File: config.mk
export PLATFORM = sky130hd
export DESIGN_NAME = async_sram_ctl
export DESIGN_NICKNAME = d
export VERILOG_FILES = /design/src/rtl/async_sram_ctl.sv
export SDC_FILE = /design/constraint.sdc
export NUM_CORES = 1
export LEC_CHECK = 0
export BUFFER_PORTS_ARGS = -buffer_cell sky130_fd_sc_hd__buf_4
export CORE_UTILIZATION = 40
export CTS_BUF_LIST = sky130_fd_sc_hd__clkbuf_4
export DETAILED_ROUTE_END_ITERATION = 6
export PLACE_DENSITY = 0.78
export SYNTH_ARGS = -nofsm -noshare
export SYNTH_HDL_FRONTEND = slang
export SYNTH_SLANG_ARGS = --single-unit
File: constraint.sdc
create_clock -name clk -period 4.4 [get_ports clk]
set_input_delay 0.88 -clock clk [delete_from_list [all_inputs] [get_ports clk]]
set_output_delay 0.88 -clock clk [all_outputs]
set_load 0.01 [all_outputs]
File: src/rtl/async_sram_ctl.sv
`timescale 1ns/1ps
module async_sram_ctl #(
  parameter int AW       = 21,
  parameter int DW       = 8,
  parameter int CLK_PS   = 10000,
  parameter int PWRUP_PS = 100000000,
  parameter int T_AA     = 10000,
  parameter int T_DOE    = 5000,
  parameter int T_PWE    = 7000,
  parameter int T_SD     = 5500,
  parameter int T_AW     = 7000,
  parameter int T_WC     = 10000,
  parameter int T_HZ     = 5000
) (
  input  logic          clk,
  input  logic          rst_n,
  input  logic          req,
  input  logic          rd_wr,
  input  logic [AW-1:0] addr,
  input  logic [DW-1:0] wdata,
  output logic          ready,
  output logic [DW-1:0] rdata,
  output logic          rvalid,
  output logic [AW-1:0] sram_addr,
  output logic          sram_ce1_n,
  output logic          sram_ce2,
  output logic          sram_oe_n,
  output logic          sram_we_n,
  output logic [DW-1:0] sram_dq_out,
  output logic          sram_dq_oe,
  input  logic [DW-1:0] sram_dq_in
);
  function automatic int cyc(input int t_ps);
    int n;
    n = (t_ps + CLK_PS - 1) / CLK_PS;
    return (n < 1) ? 1 : n;
  endfunction

  function automatic int imax(input int a, input int b);
    return (a > b) ? a : b;
  endfunction

  localparam int LOCK_CYC = cyc(PWRUP_PS);
  localparam int RD_CYC   = imax(cyc(T_AA), cyc(T_DOE));
  localparam int WP_CYC   = imax(imax(cyc(T_PWE), cyc(T_SD)), imax(cyc(T_AW), cyc(T_WC) - 2));
  localparam int HZ_CYC   = cyc(T_HZ);
  localparam int MAXC     = imax(imax(LOCK_CYC, RD_CYC), imax(WP_CYC, HZ_CYC));
  localparam int CW       = $clog2(MAXC + 1);

  typedef enum logic [2:0] {S_LOCK, S_IDLE, S_RD, S_RDHZ, S_WSU, S_WPW, S_WHD} st_t;

  st_t           st;
  logic [CW-1:0] cnt;
  logic [AW-1:0] addr_q;
  logic [DW-1:0] wd_q;
  logic          sel;
  logic          last;

  assign last = (cnt == '0);

  always_ff @(posedge clk) begin
    if (!rst_n) begin
      st     <= S_LOCK;
      cnt    <= CW'(LOCK_CYC - 1);
      addr_q <= '0;
      wd_q   <= '0;
      rdata  <= '0;
      rvalid <= 1'b0;
    end else begin
      rvalid <= 1'b0;
      unique case (st)
        S_LOCK: if (last) st <= S_IDLE; else cnt <= cnt - 1'b1;
        S_IDLE: if (req) begin
          addr_q <= addr;
          wd_q   <= wdata;
          if (rd_wr) st <= S_WSU;
          else begin
            st  <= S_RD;
            cnt <= CW'(RD_CYC - 1);
          end
        end
        S_RD: if (last) begin
          rdata  <= sram_dq_in;
          rvalid <= 1'b1;
          st     <= S_RDHZ;
          cnt    <= CW'(HZ_CYC - 1);
        end else cnt <= cnt - 1'b1;
        S_RDHZ: if (last) st <= S_IDLE; else cnt <= cnt - 1'b1;
        S_WSU: begin
          st  <= S_WPW;
          cnt <= CW'(WP_CYC - 1);
        end
        S_WPW: if (last) st <= S_WHD; else cnt <= cnt - 1'b1;
        S_WHD: st <= S_IDLE;
        default: st <= S_LOCK;
      endcase
    end
  end

  assign sel         = (st == S_RD) || (st == S_WSU) || (st == S_WPW) || (st == S_WHD);
  assign ready       = (st == S_IDLE);
  assign sram_ce1_n  = ~sel;
  assign sram_ce2    = sel;
  assign sram_oe_n   = (st != S_RD);
  assign sram_we_n   = (st != S_WPW);
  assign sram_dq_oe  = (st == S_WPW) || (st == S_WHD);
  assign sram_dq_out = wd_q;
  assign sram_addr   = addr_q;
endmodule

# Word-level counts from Yosys, hierarchy flattened
# Index checks and enable logic that the tools add are counted.
dict set report totals {
  regBits 55
  elab_cells 48
  output_inout_bits 44
  in_bits 41
}
dict set report op_classes {
  add_sub_neg 1
  n_bitwise 1
  eq_ne 14
  mux 12
  reduce_logical 14
}
# op count
set op_table {}
lappend op_table {{$mux W14} 4}
lappend op_table {{$pmux W14 S4} 1}
lappend op_table {{$pmux W3 S6} 1}
lappend op_table {{$mux W3} 5}
lappend op_table {{$logic_not A14 Y1} 1}
lappend op_table {{$sub A14 B1 Y14 const B} 1}
lappend op_table {{$ne A2 B2 Y1 const B} 5}
lappend op_table {{$eq A3 B3 Y1 const B} 3}
lappend op_table {{$reduce_and A4 Y1} 2}
lappend op_table {{$eq A3 B2 Y1 const B} 2}
lappend op_table {{$reduce_and A2 Y1} 3}
lappend op_table {{$logic_or A1 B1 Y1} 4}
lappend op_table {{$reduce_bool A4 Y1} 1}
lappend op_table {{$eq A3 B1 Y1 const B} 1}
lappend op_table {{$logic_not A3 Y1} 1}
lappend op_table {{$ne A3 B2 Y1 const B} 1}
lappend op_table {{$ne A3 B3 Y1 const B} 1}
lappend op_table {{$reduce_or A3 Y1} 1}
lappend op_table {{$ne A2 B1 Y1 const B} 1}
lappend op_table {{$reduce_or A2 Y1} 1}
lappend op_table {{$mux W1} 1}
lappend op_table {{$not A1 Y1} 1}

# Longest topological paths before layout
# Gate-level depths: netlist of the first run.
dict set report logic_depth {
  ltp_word 5
  ltp_mapped 9
  depth_no_buf 7
}

# Least setup slack after synthesis of the first run
# No wires, ideal clock.
dict set report synth_timing {
  kind {register to register}
  startpoint {register st[0]}
  endpoint {register cnt[6]}
  path_stages_with_launch 9
  setup_time_ns 0.073
  period_less_slack_ns 2.394
  t_required_ns 4.327
  path_buffers 2
  arrival_time_ns 2.321
  slack_ns 2.006
  cell_sequence {dfxtp_1 buf_2 inv_1 fa_1 a21o_1 a21o_1 clkbuf_1 or4b_2 a21oi_1}
}
dict set report synth_via {
  elab_chain_cells 4
  elab_cells_between_ends 13
  cone_classes {eq/ne (8); mux (1); reduce/logical (4)}
}
# item line
set synth_rtl {}
lappend synth_rtl {{start, declared} 52} ;# st_t st;
lappend synth_rtl {{start signal, assigned} 63} ;# st <= S_LOCK;
lappend synth_rtl {{start signal, assigned} 72} ;# S_LOCK: if (last) st <= S_IDLE; else cnt <= cnt - 1'b1;
lappend synth_rtl {{start signal, assigned} 76} ;# if (rd_wr) st <= S_WSU;
lappend synth_rtl {{$eq A3 B3 Y1 (tied with other cells)} 71} ;# unique case (st)
lappend synth_rtl {{$reduce_or A3 Y1 (no line)} --}
lappend synth_rtl {{$ne A2 B2 Y1 (no line) or $reduce_bool A4 Y1 (tied branches)} --}
lappend synth_rtl {{$reduce_and A4 Y1 (no line)} --}
lappend synth_rtl {{end signal, assigned} 79} ;# cnt <= CW'(RD_CYC - 1);
lappend synth_rtl {{end signal, assigned} 86} ;# cnt <= CW'(HZ_CYC - 1);
lappend synth_rtl {{end signal, assigned} 87} ;# end else cnt <= cnt - 1'b1;
lappend synth_rtl {{end, declared} 53} ;# logic [CW-1:0] cnt;
# Several ways; a longest one is shown, not always the timed one.
# A chain may end at the register's enable or synchronous reset.

# Worst setup path in the final report of the first run
dict set report layout_timing {
  startpoint {register st[0]}
  endpoint {output sram_we_n}
}
dict set report layout_via {
  elab_chain_cells 1
}
# item line
set layout_rtl {}
lappend layout_rtl {{$ne A3 B3 Y1} 105} ;# assign sram_we_n = (st != S_WPW);
lappend layout_rtl {{end, declared} 28} ;# output logic sram_we_n,
# No other way between the ends.

==> results.md, run 1 <==
- CP Data Arrival Time: 1.86 ns
- Register area share after synthesis: 44.8%
- Diodes inserted: 0
- Drt wl/cell: 13.6 um
- LEAKAGE: 1.28 nW
- Top cells by area, synth: dfxtp_1, nand2_1, a21oi_1
- Most frequent cells in the layout: buf_4, nand2_1, dfxtp_1
- Internal power: 0.594 mW
- Main synth FF type: dfxtp_1
- Post-synth EDFFs: 0
- Final hold slack: 0.465 ns
- Worst Tran Pin Value: 1.02 ns
- Post-route ant nets: 0
- First-pass GRT wire length: 9470 um
- PortBufs: 84
- Largest net degree at the start of global routing: 43
- Share of layout cells above drive strength 1: 27.2%
- FMAX: 365 MHz
- Total GRT Usage: 18.6%
- Fin. Hold Viols: 0
- First-pass DRT Iterations: 5
- Number of global-route vias before repair: 2072
- Clk sinks: 55
- Total Wirelength: 6100 um
- Critical path, cell by cell: nor2b_1 > nand2_1 > buf_4
- Gate power share: 5.7%
- Post-CTS Setup Inserts: 0
- Slew HR: 32.2%
- Share of the synthesized area in the top cell type: 44.8%
- Avg Inst Size Synth: 8.17 sq um
- TritonCTS clock tree: yes
- Final period util: 62.3%
- Gate Count Post-Synth: 301
- GP Congestion: 0.827
- Core area: 0.00592 sq mm
- Worst-Skew Late Latency: 0.40 ns
- Total congestion overflow: 0
- Post-synthesis register bit count: 55
- Max Root-Sink Buffers: 2
- Area leader, netlist: dfxtp_1
- Max-slew violations: 0
- Synthesis-to-layout area growth: 29.1%
- Hold/Removal Path Class: reg -> reg
- Core Rows: 28
- Commonest non-fill, non-tap cell in the layout: buf_4
- Final worst path period need: 2.74 ns
- CTS H-tree lvls: 2
- NumNets Final: 417
- Vias per Instance: 5.32
- CTS root buf: clkbuf_4
- Maxcap violations: 0
- Status: finished, final reports clean
- Power share of the clock group: 30.3%
- Critical path launch point type: register
- Reg power frac: 64.0%
- Initial antenna violation count: 0
- PwrDens: 248 mW/mm^2
- Post-CTS sizing: 0
- Clock Skew: 0.0221 ns
- Post-synth ARST share: 0%
- Mapped Nets: 344
- DRC: 0
- Initial Util: 41.5%
- Setup violations, final: 0
- Sw Share: 24.4%
- Switch Pwr: 0.192 mW
- Yosys Warn Count: 0
- Fin util: 53.6%
- CTS hold repair buffers: 0
- CTS buffer count: 5
- I/O pins: 85
- CP endpoint kind: output pin
- Setup_tns: 0 ns
- RSZ-0062 raised after global routing: false
- Distinct cells, synth: 47
- Die height: 80.4 um
- Die width: 80.4 um
- Setup CP Type: reg -> out
- Reg clk slew, reported paths: 0.17 ns
- Worst EP required: 3.52 ns
- Iteration-0 DRC Markers: 130
- Mapped Area: 0.00246 sq mm
- Crit path max fanout: 10
- Slowest cell on the critical path: dfxtp_1
- Via Count: 2395
- Die area: 0.00647 sq mm
- Max stage delay on crit path: 0.54 ns
- Dpl hpwl: 4280 um
- Max IR drop VDD: 0.143 mV
[logic make-up after synthesis]
family | after synthesis | synth area share (%)
buffers and inverters | 27 | 4.32
AOI/OAI and AO/OA | 84 | 21.5
and+or+nand+nor | 123 | 24.1
adders and majority gates | 2 | 1.32
muxes | 8 | 3.26
DFF | 55 | 44.8
xor gates and xnor gates | 2 | 0.712
[power by group through the flow]
stage	combinational (mW)	sequential, mW	clock (mW)
after detailed placement	0.0452	0.513	0
after CTS	0.0453	0.503	0.249
after floorplan	0.0142	0.513	0
final	0.0450	0.503	0.238
after global placement	0.0443	0.513	0
after global routing	0.0489	0.504	0.266
[through the flow]
| step | instance area, sq um | std cells | setup slack (ns) | power, mW |
|---|---|---|---|---|
| global route | 3180 | 450 | 1.52 | 0.819 |
| floorplan | 2460 | 301 | 2.01 | 0.527 |
| detailed placement | 3120 | 442 | 1.75 | 0.559 |
| CTS | 3180 | 450 | 1.67 | 0.797 |
| finish | 3180 | 450 | 1.66 | 0.786 |
| global placement | 3120 | 442 | 1.82 | 0.558 |
[Yosys cell counts (3+ instances only)]
cell      instances
a21o_1            3
a21oi_1          41
a31oi_1           7
buf_2             4
clkbuf_1         14
dfxtp_1          55
inv_1             7
mux2i_1           8
nand2_1          64
nand2b_1          4
nor2_1           21
nor3_1            5
o211ai_1          3
o21ai_0           5
o21ai_1           4
o31ai_1           5
o41ai_1           4
or3_1             5
or4_1             7
or4b_2            3
[state kept, by name, summed over array words and instances (netlist names)]
register / flops
st: 3
sram_addr: 21
sram_dq_out: 8
rvalid: 1
cnt: 14
rdata: 8
[layout make-up]
type	count	area, sq um
Clock buffer	5	37.5
Clock inverter	3	22.5
Fill cell	561	2750
Inverter	8	30.0
Multi-Input combinational cell	219	1250
Sequential cell	55	1100
Tap cell	75	93.8
Timing Repair Buffer	85	638
[worst max-delay path: cells and delay by family, from the launching register on]
family        cells  cell delay [ns]
buf+inv           1             0.19
flops             1             0.54
simple gates      2             0.73
[per-layer routing]
layer | up-vias | share of wire [%] | GRT usage (%)
met2 | 81 | 48 | 30.8
met3 | 6 | 5.4 | 3.86
li1 | 1210 | - | -
met1 | 1098 | 45 | 24.0
met4 | 0 | 1.2 | 6.25
met5 | - | 0 | 0
[final timing paths]
kind              cells past startpoint  slack, ns             to     startpoint
setup / recovery                      3       1.66      sram_we_n          st[0]
hold / removal                        2       0.47  sram_addr[19]  sram_addr[19]
setup reg to reg                      6       1.67         cnt[5]          st[0]
hold reg to reg                       2       0.47  sram_addr[19]  sram_addr[19]
No activity file was read; power rests on OpenSTA's default activity.
==> run 2: changes to the inputs <==
- ABC_AREA: unset -> 1
- clock period: 4.4 -> 2.7 ns (I/O delays scaled with it)
==> results.md, run 2 <==
- NumNets Final: 474 (was 417)
- Max-slew violations: 0 (unchanged)
- DRC: 0 (unchanged)
- CTS H-tree lvls: 2 (unchanged)
- Area leader, netlist: dfxtp_1 (unchanged)
- Distinct cells, synth: 27 (was 47)
- Largest family of logic cells by synthesized area: simple AND/OR/NAND/NOR gates (unchanged)
- Number of global-route vias before repair: 2290 (was 2072)
- Via Count: 2592 (was 2395)
- Final worst path period need: 2.18 ns
- Main synth FF type: dfxtp_1 (unchanged)
- Non-Filler Instances: 506 (was 450)
- Internal power: 1.40 mW (was 0.594 mW)
- Max stage delay on crit path: 0.42 ns (was 0.54 ns)
- Mapped Area: 0.00250 sq mm (was 0.00246 sq mm)
- Critical path, cell by cell: inv_2 > nand2_1 > nor2_2 > buf_4 (was nor2b_1 > nand2_1 > buf_4)
- Core Rows: 28 (unchanged)
- Most frequent cell after synthesis: nand2_1 (unchanged)
- Post-CTS sizing: 0 (unchanged)
- Reg clk slew, reported paths: 0.15 ns (was 0.17 ns)
- Synth Area in Compound Gates: 11.8% (was 21.5%)
- Mapped Nets: 394 (was 344)
- Die width: 81.0 um (was 80.4 um)
- Yosys Warn Count: 0 (unchanged)
- First-pass GRT wire length: 9930 um (was 9470 um)
- CTS root buf: clkbuf_4 (unchanged)
- Most frequent cells in the layout: buf_4, nand2_1, dfxtp_1 (unchanged)
- Synth Area in Simple Gates: 35.4% (was 24.1%)
- Die height: 81.0 um (was 80.4 um)
- Reg power frac: 43.6% (was 64.0%)
- CTS hold repair buffers: 0 (unchanged)
- CTS buffer count: 5 (unchanged)
- Setup CP Type: reg -> out (unchanged)
- Iteration-0 DRC Markers: 174 (was 130)
- Worst Tran Pin Value: 0.524 ns (was 1.02 ns)
- Total Wirelength: 6120 um (was 6100 um)
- LEAKAGE: 1.46 nW (was 1.28 nW)
- Post-synth EDFFs: 0 (unchanged)
- Status: finished, final reports clean (unchanged)
- Slew HR: 65.0% (was 32.2%)
- Avg Inst Size Synth: 7.12 sq um (was 8.17 sq um)
- GP Congestion: 0.881 (was 0.827)
- Sw Share: 40.6% (was 24.4%)
- Portion of netlist area occupied by mux cells: 0% (was 3.26%)
- Largest net degree at the start of global routing: 33 (was 43)
- First-pass DRT Iterations: 5 (unchanged)
- Synthesis-to-layout area growth: 29.4% (was 29.1%)
- Dpl hpwl: 4410 um (was 4280 um)
- Pwr Total: 2.36 mW (was 0.786 mW)
- Maxcap violations: 0 (unchanged)
- Share of the synthesized area in the top cell type: 44.1% (was 44.8%)
- CP endpoint kind: output pin (unchanged)
- Diodes inserted: 0 (unchanged)
- Critical path launch point type: register (unchanged)
- PwrDens: 729 mW/mm^2 (was 248 mW/mm^2)
- Clk sinks: 55 (unchanged)
- Gate power share: 41.3% (was 5.7%)
- Total congestion overflow: 0 (unchanged)
- Post-synth top cells: nand2_1, dfxtp_1, nand3_1 (was nand2_1, dfxtp_1, a21oi_1)
- Initial antenna violation count: 0 (unchanged)
- Worst-Skew Late Latency: 0.38 ns (was 0.40 ns)
- Gate Count Post-Synth: 351 (was 301)
- Final period util: 80.6%
- Die area: 0.00657 sq mm (was 0.00647 sq mm)
- Core area: 0.00596 sq mm (was 0.00592 sq mm)
- Vias per Instance: 5.12 (was 5.32)
- Total GRT Usage: 19.0% (was 18.6%)
- Max reg flops: 21 (unchanged)
- Post-route ant nets: 0 (unchanged)
- Top cells by area, synth: dfxtp_1, nand2_1, nand3_1 (was dfxtp_1, nand2_1, a21oi_1)
- Register area share after synthesis: 44.1% (was 44.8%)
- Commonest non-fill, non-tap cell in the layout: buf_4 (unchanged)
- Hold/Removal Path Class: in -> reg (was reg -> reg)
- Share of layout cells above drive strength 1: 26.5% (was 27.2%)
- Crit path max fanout: 13 (was 10)
- I/O pins: 85 (unchanged)
- Post-CTS Setup Inserts: 0 (unchanged)
- PortBufs: 84 (unchanged)
- FMAX: 459 MHz
- Worst EP required: 2.16 ns (was 3.52 ns)
- Initial Util: 42.0% (was 41.5%)
- Post-synthesis register bit count: 55 (unchanged)
- Clock Skew: 0.0192 ns (was 0.0221 ns)
- Fin. Hold Viols: 0 (unchanged)
- Max IR drop VDD: 0.531 mV (was 0.143 mV)
- TritonCTS clock tree: yes (unchanged)
- Setup violations, final: 0 (unchanged)
- RSZ-0062 raised after global routing: false (unchanged)
- Max Root-Sink Buffers: 2 (unchanged)
- Drt wl/cell: 12.1 um (was 13.6 um)
- Synth Area in Adders: 1.30% (was 1.32%)
- Post-synth ARST share: 0% (unchanged)
- Post-Synth XOR/XNOR Area: 1.05% (was 0.712%)
- CP Data Arrival Time: 1.64 ns (was 1.86 ns)
- Power share of the clock group: 15.0% (was 30.3%)
- Switch Pwr: 0.957 mW (was 0.192 mW)
- Slowest cell on the critical path: dfxtp_1 (unchanged)
- Setup_tns: 0 ns (unchanged)
- Placed cells: 499 (was 442)
run 2: cell types whose count changed in the layout (fill, tap and decap cells not counted), sizes merged, moves of 5 or more:
cell and change:
nor3 -5, nor2 +29, or4 -8, a31oi -7, o31ai -6, inv +17
o21ai +6, mux2i -8, nand2 +21, nand3 +49, or3 -5
run 2: cell families after synthesis:
| family | after synthesis |
|---|---|
| adders and majority gates | 2 |
| buffers and inverters | 40 |
| and+or+nand+nor | 195 |
| AOI/OAI and AO/OA | 56 |
| DFF | 55 |
| xor gates and xnor gates | 3 |
run 2: layer usage:
metal / GRT usage (%) / vias to the layer above / wire length, um
met2: 32.5 / 71 / 2970
met3: 3.48 / 8 / 287
met1: 23.8 / 1210 / 2780
met5: 0 / - / 0
li1: - / 1303 / -
met4: 6.43 / 0 / 77
run 2: stage by stage:
step                      worst slack, ns  util [%]  instance area (sq um)  hold slack [ns]
after floorplan                      1.04         -                   2500            0.440
after global placement              0.740      53.4                   3180            0.449
after detailed placement            0.702      53.4                   3180            0.455
after CTS                           0.516      54.3                   3230            0.356
after global routing                0.390      54.3                   3230            0.364
final                               0.523      54.3                   3230            0.371
run 2: final cells by class:
type | instances | area [sq um]
Fill cell | 591 | 2720
Multi-Input combinational cell | 256 | 1240
Clock inverter | 2 | 12.5
Timing Repair Buffer | 87 | 653
Clock buffer | 5 | 37.5
Sequential cell | 55 | 1100
Tap cell | 75 | 93.8
Inverter | 26 | 97.6
run 2: final timing paths:
kind / start / to / slack, ns / cells after the start
worst max-delay path: st[1] / ready / 0.52 / 4
worst min-delay path: sram_dq_in[6] / rdata[6] / 0.37 / 3
worst max register to register: st[0] / cnt[13] / 0.64 / 9
worst min register to register: sram_dq_out[5] / sram_dq_out[5] / 0.47 / 2
run 2: critical path, delay by kind of cell, from the launching register on:
| family | cells | cell delay [ns] |
|---|---|---|
| AND/OR/NAND/NOR | 2 | 0.50 |
| flip-flops | 1 | 0.42 |
| buffers and inverters | 2 | 0.34 |
run 2: power by group through the flow:
stage / combinational, mW / clock, mW / sequential (mW)
CTS: 0.977 / 0.369 / 1.03
global placement: 0.958 / 0 / 1.04
floorplan: 0.678 / 0 / 1.05
global route: 1.10 / 0.403 / 1.04
finish: 0.974 / 0.354 / 1.03
detailed placement: 0.971 / 0 / 1.04
